## config.mk

```make
export PLATFORM = sky130hd
export DESIGN_NAME = prio_irq_ctrl
export DESIGN_NICKNAME = d
export VERILOG_FILES = /design/src/rtl/prio_irq_pkg.sv /design/src/rtl/prio_irq_cfg.sv /design/src/rtl/prio_irq_pick.sv /design/src/rtl/prio_irq_stack.sv /design/src/rtl/prio_irq_ctrl.sv
export SDC_FILE = /design/constraint.sdc
export NUM_CORES = 1
export LEC_CHECK = 0
export BUFFER_PORTS_ARGS = -buffer_cell sky130_fd_sc_hd__clkbuf_2
export CAP_MARGIN = 20
export CORE_ASPECT_RATIO = 0.7
export CORE_MARGIN = 1.5
export CORE_UTILIZATION = 40
export DETAILED_ROUTE_END_ITERATION = 7
export SETUP_SLACK_MARGIN = 0.5
export SLEW_MARGIN = 10
export SYNTH_ARGS = -nofsm -noshare
export SYNTH_HDL_FRONTEND = slang
export SYNTH_SLANG_ARGS = --single-unit
```

## constraint.sdc

```tcl
create_clock -name clk -period 18.7 [get_ports clk]
set_input_delay 1.87 -clock clk [delete_from_list [all_inputs] [get_ports clk]]
set_output_delay 1.87 -clock clk [all_outputs]
set_load 0.01 [all_outputs]
```

## src/rtl/prio_irq_pkg.sv

```systemverilog
package prio_irq_pkg;

  localparam int PRIO_W  = 8;
  localparam int SPLIT_W = 3;

  typedef enum logic [1:0] {
    CFG_PRIO  = 2'd0,
    CFG_EN    = 2'd1,
    CFG_SPLIT = 2'd2
  } cfg_sel_e;

  typedef enum logic {
    SEQ_IDLE = 1'b0,
    SEQ_WAIT = 1'b1
  } seq_state_e;

  function automatic logic [PRIO_W-1:0] group_of(input logic [PRIO_W-1:0] p,
                                                 input logic [SPLIT_W-1:0] s);
    return p >> s;
  endfunction

endpackage

```

## src/rtl/prio_irq_cfg.sv

```systemverilog
module prio_irq_cfg
  import prio_irq_pkg::*;
#(
  parameter int NUM_IRQ = 8,
  parameter int IDX_W   = 3
) (
  input  logic                             clk,
  input  logic                             rst,
  input  logic                             cfg_we,
  input  logic [1:0]                       cfg_sel,
  input  logic [IDX_W-1:0]                 cfg_idx,
  input  logic [PRIO_W-1:0]                cfg_data,
  output logic [NUM_IRQ-1:0][PRIO_W-1:0]   prio_o,
  output logic [NUM_IRQ-1:0]               en_o,
  output logic [SPLIT_W-1:0]               split_o
);

  for (genvar i = 0; i < NUM_IRQ; i++) begin : g_line
    logic hit;
    assign hit = cfg_we && (cfg_idx == IDX_W'(i));

    always_ff @(posedge clk) begin
      if (rst) begin
        prio_o[i] <= '0;
        en_o[i]   <= 1'b0;
      end else if (hit) begin
        if (cfg_sel == CFG_PRIO) prio_o[i] <= cfg_data;
        if (cfg_sel == CFG_EN)   en_o[i]   <= cfg_data[0];
      end
    end
  end

  always_ff @(posedge clk) begin
    if (rst) split_o <= '0;
    else if (cfg_we && cfg_sel == CFG_SPLIT) split_o <= cfg_data[SPLIT_W-1:0];
  end

endmodule

```

## src/rtl/prio_irq_pick.sv

```systemverilog
module prio_irq_pick
  import prio_irq_pkg::*;
#(
  parameter int NUM_IRQ = 8,
  parameter int IDX_W   = 3
) (
  input  logic [NUM_IRQ-1:0][PRIO_W-1:0] prio_i,
  input  logic [NUM_IRQ-1:0]             elig_i,
  output logic                           win_v,
  output logic [IDX_W-1:0]               win_id,
  output logic [PRIO_W-1:0]              win_prio
);

  // Ascending scan with strict compare keeps the lowest index on a full tie.
  always_comb begin
    win_v    = 1'b0;
    win_id   = '0;
    win_prio = '1;
    for (int i = 0; i < NUM_IRQ; i++) begin
      if (elig_i[i] && (!win_v || prio_i[i] < win_prio)) begin
        win_v    = 1'b1;
        win_id   = IDX_W'(i);
        win_prio = prio_i[i];
      end
    end
  end

endmodule

```

## src/rtl/prio_irq_stack.sv

```systemverilog
module prio_irq_stack
  import prio_irq_pkg::*;
#(
  parameter int DEPTH = 8,
  parameter int IDX_W = 3,
  parameter int CNT_W = 4
) (
  input  logic              clk,
  input  logic              rst,
  input  logic              push,
  input  logic              pop,
  input  logic              repl,
  input  logic [PRIO_W-1:0] in_prio,
  input  logic [IDX_W-1:0]  in_id,
  output logic [CNT_W-1:0]  count,
  output logic [PRIO_W-1:0] top_prio,
  output logic [IDX_W-1:0]  top_id,
  output logic [PRIO_W-1:0] below_prio
);

  localparam int AW = (DEPTH > 1) ? $clog2(DEPTH) : 1;

  logic [PRIO_W-1:0] prio_mem [DEPTH];
  logic [IDX_W-1:0]  id_mem   [DEPTH];
  logic [CNT_W-1:0]  cnt_q;
  logic [AW-1:0]     top_idx, below_idx, wr_idx;

  always_comb begin
    top_idx   = (cnt_q == '0) ? '0 : AW'(cnt_q - 1'b1);
    below_idx = (cnt_q < CNT_W'(2)) ? '0 : AW'(cnt_q - CNT_W'(2));
    wr_idx    = push ? AW'(cnt_q) : top_idx;
  end

  // Storage carries no reset so it can map onto distributed or block RAM.
  always_ff @(posedge clk) begin
    if (push || repl) begin
      prio_mem[wr_idx] <= in_prio;
      id_mem[wr_idx]   <= in_id;
    end
  end

  always_ff @(posedge clk) begin
    if (rst)       cnt_q <= '0;
    else if (push) cnt_q <= cnt_q + 1'b1;
    else if (pop)  cnt_q <= cnt_q - 1'b1;
  end

  assign count      = cnt_q;
  assign top_prio   = prio_mem[top_idx];
  assign top_id     = id_mem[top_idx];
  assign below_prio = prio_mem[below_idx];

endmodule

```

## src/rtl/prio_irq_ctrl.sv

```systemverilog
module prio_irq_ctrl
  import prio_irq_pkg::*;
#(
  parameter int NUM_IRQ     = 8,
  parameter int STACK_DEPTH = 8,
  parameter int ENTRY_LAT   = 12,
  parameter int TAIL_LAT    = 6,
  parameter int IDX_W       = (NUM_IRQ > 1) ? $clog2(NUM_IRQ) : 1,
  parameter int CNT_W       = $clog2(STACK_DEPTH + 1)
) (
  input  logic               clk,
  input  logic               rst,
  input  logic               cfg_we,
  input  logic [1:0]         cfg_sel,
  input  logic [IDX_W-1:0]   cfg_idx,
  input  logic [7:0]         cfg_data,
  input  logic [NUM_IRQ-1:0] irq_req,
  input  logic               hdl_exit,
  output logic               hdl_start,
  output logic [IDX_W-1:0]   hdl_id,
  output logic               resume,
  output logic               exec_valid,
  output logic [IDX_W-1:0]   exec_id,
  output logic [7:0]         exec_prio,
  output logic [CNT_W-1:0]   nest_depth
);

  localparam int LAT_MAX = (ENTRY_LAT > TAIL_LAT) ? ENTRY_LAT : TAIL_LAT;
  localparam int LW      = $clog2(LAT_MAX + 1);

  logic [NUM_IRQ-1:0][PRIO_W-1:0] prio_q;
  logic [NUM_IRQ-1:0]             en_q;
  logic [SPLIT_W-1:0]             split_q;
  logic [NUM_IRQ-1:0]             active_q, active_nxt, elig;
  logic                           c_v;
  logic [IDX_W-1:0]               c_id;
  logic [PRIO_W-1:0]              c_prio;
  logic [CNT_W-1:0]               depth;
  logic [PRIO_W-1:0]              top_prio, below_prio;
  logic [IDX_W-1:0]               top_id;
  seq_state_e                     state_q;
  logic [LW-1:0]                  wait_q;
  logic                           idle, exit_ok, can_pre, chain;
  logic                           do_push, do_pop, do_repl;

  prio_irq_cfg #(.NUM_IRQ(NUM_IRQ), .IDX_W(IDX_W)) u_cfg (
    .clk(clk), .rst(rst), .cfg_we(cfg_we), .cfg_sel(cfg_sel),
    .cfg_idx(cfg_idx), .cfg_data(cfg_data),
    .prio_o(prio_q), .en_o(en_q), .split_o(split_q)
  );

  assign elig = irq_req & en_q & ~active_q;

  prio_irq_pick #(.NUM_IRQ(NUM_IRQ), .IDX_W(IDX_W)) u_pick (
    .prio_i(prio_q), .elig_i(elig),
    .win_v(c_v), .win_id(c_id), .win_prio(c_prio)
  );

  prio_irq_stack #(.DEPTH(STACK_DEPTH), .IDX_W(IDX_W), .CNT_W(CNT_W)) u_stack (
    .clk(clk), .rst(rst), .push(do_push), .pop(do_pop), .repl(do_repl),
    .in_prio(c_prio), .in_id(c_id), .count(depth),
    .top_prio(top_prio), .top_id(top_id), .below_prio(below_prio)
  );

  // Decision logic: exit has precedence over a fresh take in the same cycle.
  always_comb begin
    idle    = (state_q == SEQ_IDLE);
    exit_ok = hdl_exit && (depth != '0);
    can_pre = c_v && (depth < CNT_W'(STACK_DEPTH)) &&
              ((depth == '0) || (group_of(c_prio, split_q) < group_of(top_prio, split_q)));
    chain   = exit_ok && c_v &&
              ((depth == CNT_W'(1)) ||
               (group_of(c_prio, split_q) < group_of(below_prio, split_q)));
    do_repl = idle && chain;
    do_pop  = idle && exit_ok && !chain;
    do_push = idle && !exit_ok && can_pre;
  end

  always_comb begin
    active_nxt = active_q;
    if (do_pop || do_repl)  active_nxt[top_id] = 1'b0;
    if (do_push || do_repl) active_nxt[c_id]   = 1'b1;
  end

  always_ff @(posedge clk) begin
    if (rst) active_q <= '0;
    else     active_q <= active_nxt;
  end

  always_ff @(posedge clk) begin
    if (rst) begin
      state_q   <= SEQ_IDLE;
      wait_q    <= '0;
      hdl_start <= 1'b0;
      hdl_id    <= '0;
      resume    <= 1'b0;
    end else begin
      hdl_start <= 1'b0;
      resume    <= do_pop;
      if (do_push || do_repl) begin
        state_q <= SEQ_WAIT;
        wait_q  <= do_push ? LW'(ENTRY_LAT - 1) : LW'(TAIL_LAT - 1);
        hdl_id  <= c_id;
      end else if (state_q == SEQ_WAIT) begin
        if (wait_q == '0) begin
          hdl_start <= 1'b1;
          state_q   <= SEQ_IDLE;
        end else begin
          wait_q <= wait_q - 1'b1;
        end
      end
    end
  end

  assign exec_valid = (depth != '0);
  assign exec_id    = top_id;
  assign exec_prio  = top_prio;
  assign nest_depth = depth;

endmodule

```

==> metrics.csv <==
stage,metric,value,unit
worst_hold_path,hold crit path type,reg2reg,
route,vias per inst,5.78,
logic_synthesis,Async SR Flop Fraction,0,%
timing,unrepaired setup endpoints after global routing,no,
clock_network,Longest Clk Path Bufs,2,
route,met2 routed WL,13.8,mm
floorplanning,height of the die,146,um
route,# DRC,0,
place,I/O Buffers,45,
place,placer congestion estimate,0.904,
critical_path,CP Data Arrival Time,17.68,ns
floorplanning,core area,0.0282,sq mm
cells_and_area,layout cells sized above 1,20.3,%
clock_network,clk_lat worst skew,0.45,ns
clock_network,hold_buf cts,0,
critical_path,most frequent CP cell,ha_1,
timing,final hold violations,0,
critical_path,Worst EP required,18.90,ns
clock_network,Sink Count,185,
logic_synthesis,"top cells by area, synth","edfxtp_1, dfxtp_1, mux2i_1",
pwr,VDD IR max,0.0810,mV
clock_network,Root Buffer,clkbuf_16,
timing,Tcrit/Tclk final,93.5,%
route,Starting DRT DRC Count,980,
critical_path,Worst path slowest cell,or4b_1,
floorplanning,Die X-Extent,207,um
logic_synthesis,Mapped Nets,1362,
route,Pre-Repair DR Iteration Count,5,
place,Placed Area,0.0124,sq mm
pwr,Total Power,1420,uW
global_route,first-pass GRT wire length,53.1,mm
critical_path,worst setup path category,in2reg,
logic_synthesis,#FFs+latches synth,185,
global_route,largest net degree at the start of global routing,76,
global_route,All-Layer GR Usage,22.9,%
cells_and_area,fin util,48.5,%
cells_and_area,Nets,1437,
route,antenna violation net count after detailed routing,0,
route,DR top layer,met4,
clock_network,clock transition at the registers of the reported paths,0.07,ns
cells_and_area,Non-Filler Instances,1738,
logic_synthesis,Avg Inst Size Synth,9.08,sq um
timing,worst hold slack,0.463,ns
route,Routed wire per std cell,19.9,um
logic_synthesis,Yosys top cell by area,edfxtp_1,
logic_synthesis,Synth top area share,22.8,%
clock_network,CTS tree,done,
timing,Fin Clk Skew,0.0182,ns
route,Routed WL,34.5,mm
clock_network,H-tree levels,4,
logic_synthesis,yosys warns,0,
timing,Final Max Slew Viols,0,
timing,Worst Tran Pin Value,1.06,ns
floorplanning,Die Area,0.0301,sq mm
logic_synthesis,Cells after Synth,1279,
critical_path,Crit Path Max Fanout,9,
floorplanning,row cnt,51,
global_route,antenna violations before repair,0,
route,DR vias,10047,
route,DR WL met3,2.71,mm
global_route,grt total ovfl,0,
logic_synthesis,"EDFF count, synth",88,
critical_path,Worst Setup End Kind,register,
route,met1 WL,17.6,mm
cells_and_area,final instance area,0.0137,sq mm
logic_synthesis,top_reg_cell synth,dfxtp_1,
cells_and_area,Layout fillers,2617,
global_route,vias in the first global route,9035,
place,placed cell count,1672,
cells_and_area,diode count,0,
timing,Tmin final,17.48,ns
cells_and_area,Area Growth Syn to Fin,17.8,%
clock_network,CTS buffer count,17,
floorplanning,I/O pins,46,
pwr,pwr dens,104,mW/mm^2
timing,final setup vio count,0,
critical_path,max incr delay on CP,0.47,ns
place,Detailed Place HPWL,25.0,mm
flow_run,Max Cap Violations,0,
outcome,status,"finished, final reports clean",
logic_synthesis,most common library cells after synthesis,"nor2_1, nand2_1, mux2i_1, dfxtp_1, edfxtp_1",
logic_synthesis,Synth Cell Area,0.0116,sq mm
timing,Slew headroom,29.2,%
logic_synthesis,most frequent cell after synthesis,nor2_1,
timing,fmax,0.0572,GHz
critical_path,Startpoint Class,input port,
pwr,leak pwr,0.00592,uW
logic_synthesis,synth unique cells,90,
floorplanning,Initial Utilization,41.2,%
logic_synthesis,"Seq/Total Area, Yosys",39.5,%
flip-flops by register name, summed over array words and instances, names as in the netlist:
| signal | flops |
|---|---|
| u_stack.count | 4 |
| u_cfg.prio_o | 64 |
| wait_q | 4 |
| u_cfg.en_o | 8 |
| u_stack.prio_mem | 64 |
| u_stack.id_mem | 24 |
| hdl_start | 1 |
| hdl_id | 3 |
| state_q | 1 |
| active_q | 8 |
| resume | 1 |
| u_cfg.split_o | 3 |
critical path: cells and delay by family:
family                   cells  cell delay [ns]
AO/OA/AOI/OAI               35             5.94
buffers and inverters       15             1.69
multiplexers                 5             1.38
adder cells (fa/ha/maj)      8             2.23
AND/OR/NAND/NOR             27             4.55
layer usage:
metal	GRT usage (%)	vias to the layer above
met3	4.84	37
met5	0	-
met4	5.29	0
li1	-	4819
met2	30.2	375
met1	36.9	4816
final cells by class:
type                            instances  area (sq um)  share of cell area (%)
Multi-Input combinational cell        969          6950                    50.8
Sequential cell                       185          4580                    33.5
Clock inverter                         15           130                   0.951
Tap cell                              371           464                    3.39
Inverter                               58           218                    1.59
Timing Repair Buffer                  123           907                    6.63
Clock buffer                           17           425                    3.11
repair_timing:
action                                  in CTS  in global routing
buffers inserted                            13                 19
resized for setup                           12                 74
gates cloned                                 0                  2
pin swaps                                    7                 22
endpoints found under the setup margin      88                109
worst paths after layout:
kind,start,end,slack [ns],depth (start not counted)
worst max-delay path,irq_req[0],u_stack.prio_mem[0][6]$_DFFE_PP_,1.22,90
worst max register to register,u_cfg.en_o[0]$_SDFFE_PP0P_,u_stack.prio_mem[0][6]$_DFFE_PP_,2.31,89
worst min register to register,u_cfg.prio_o[4]$_SDFFE_PP0P_,u_cfg.prio_o[4]$_SDFFE_PP0P_,0.46,2
worst min-delay path,u_cfg.prio_o[4]$_SDFFE_PP0P_,u_cfg.prio_o[4]$_SDFFE_PP0P_,0.46,2
placed cells by master (no fill, tap or decap), types with 12 or more instances in the layout:
cell and count:
a211oi_1 13, dfxtp_1 97, nand3_1 40, inv_1 55, mux4_2 13, mux2_2 23
a21oi_2 12, clkbuf_2 44, nand2b_1 15, nor2b_1 20, a21oi_1 72, nor2_1 153
buf_4 68, nand2_1 142, ha_1 58, mux2i_1 96, edfxtp_1 88, nor3_1 21
clkbuf_16 17, o21ai_0 61
stage by stage:
stage	worst slack, ns	setup TNS (ns)
2_1_floorplan	0.301	0
3_3_place_gp	-0.338	-7.81
3_5_place_dp	-0.674	-35.72
4_1_cts	0.544	0
5_1_grt	0.348	0
6_report	1.22	0
power breakdown:
group,total [uW],internal [uW],switching (uW)
Sequential,442,432,10.3
Combinational,629,225,404
Clock,351,175,176
Total,1420,832,591
logic make-up after synthesis:
group,after synthesis,synth area share (%)
fa+ha+maj,58,6.25
compound gates,289,16.8
xor+xnor,5,0.377
buf+inv,125,4.37
simple gates,474,18.6
flops,185,39.5
mux,143,14.1
Note: power is estimated with default switching activity, not from simulation.
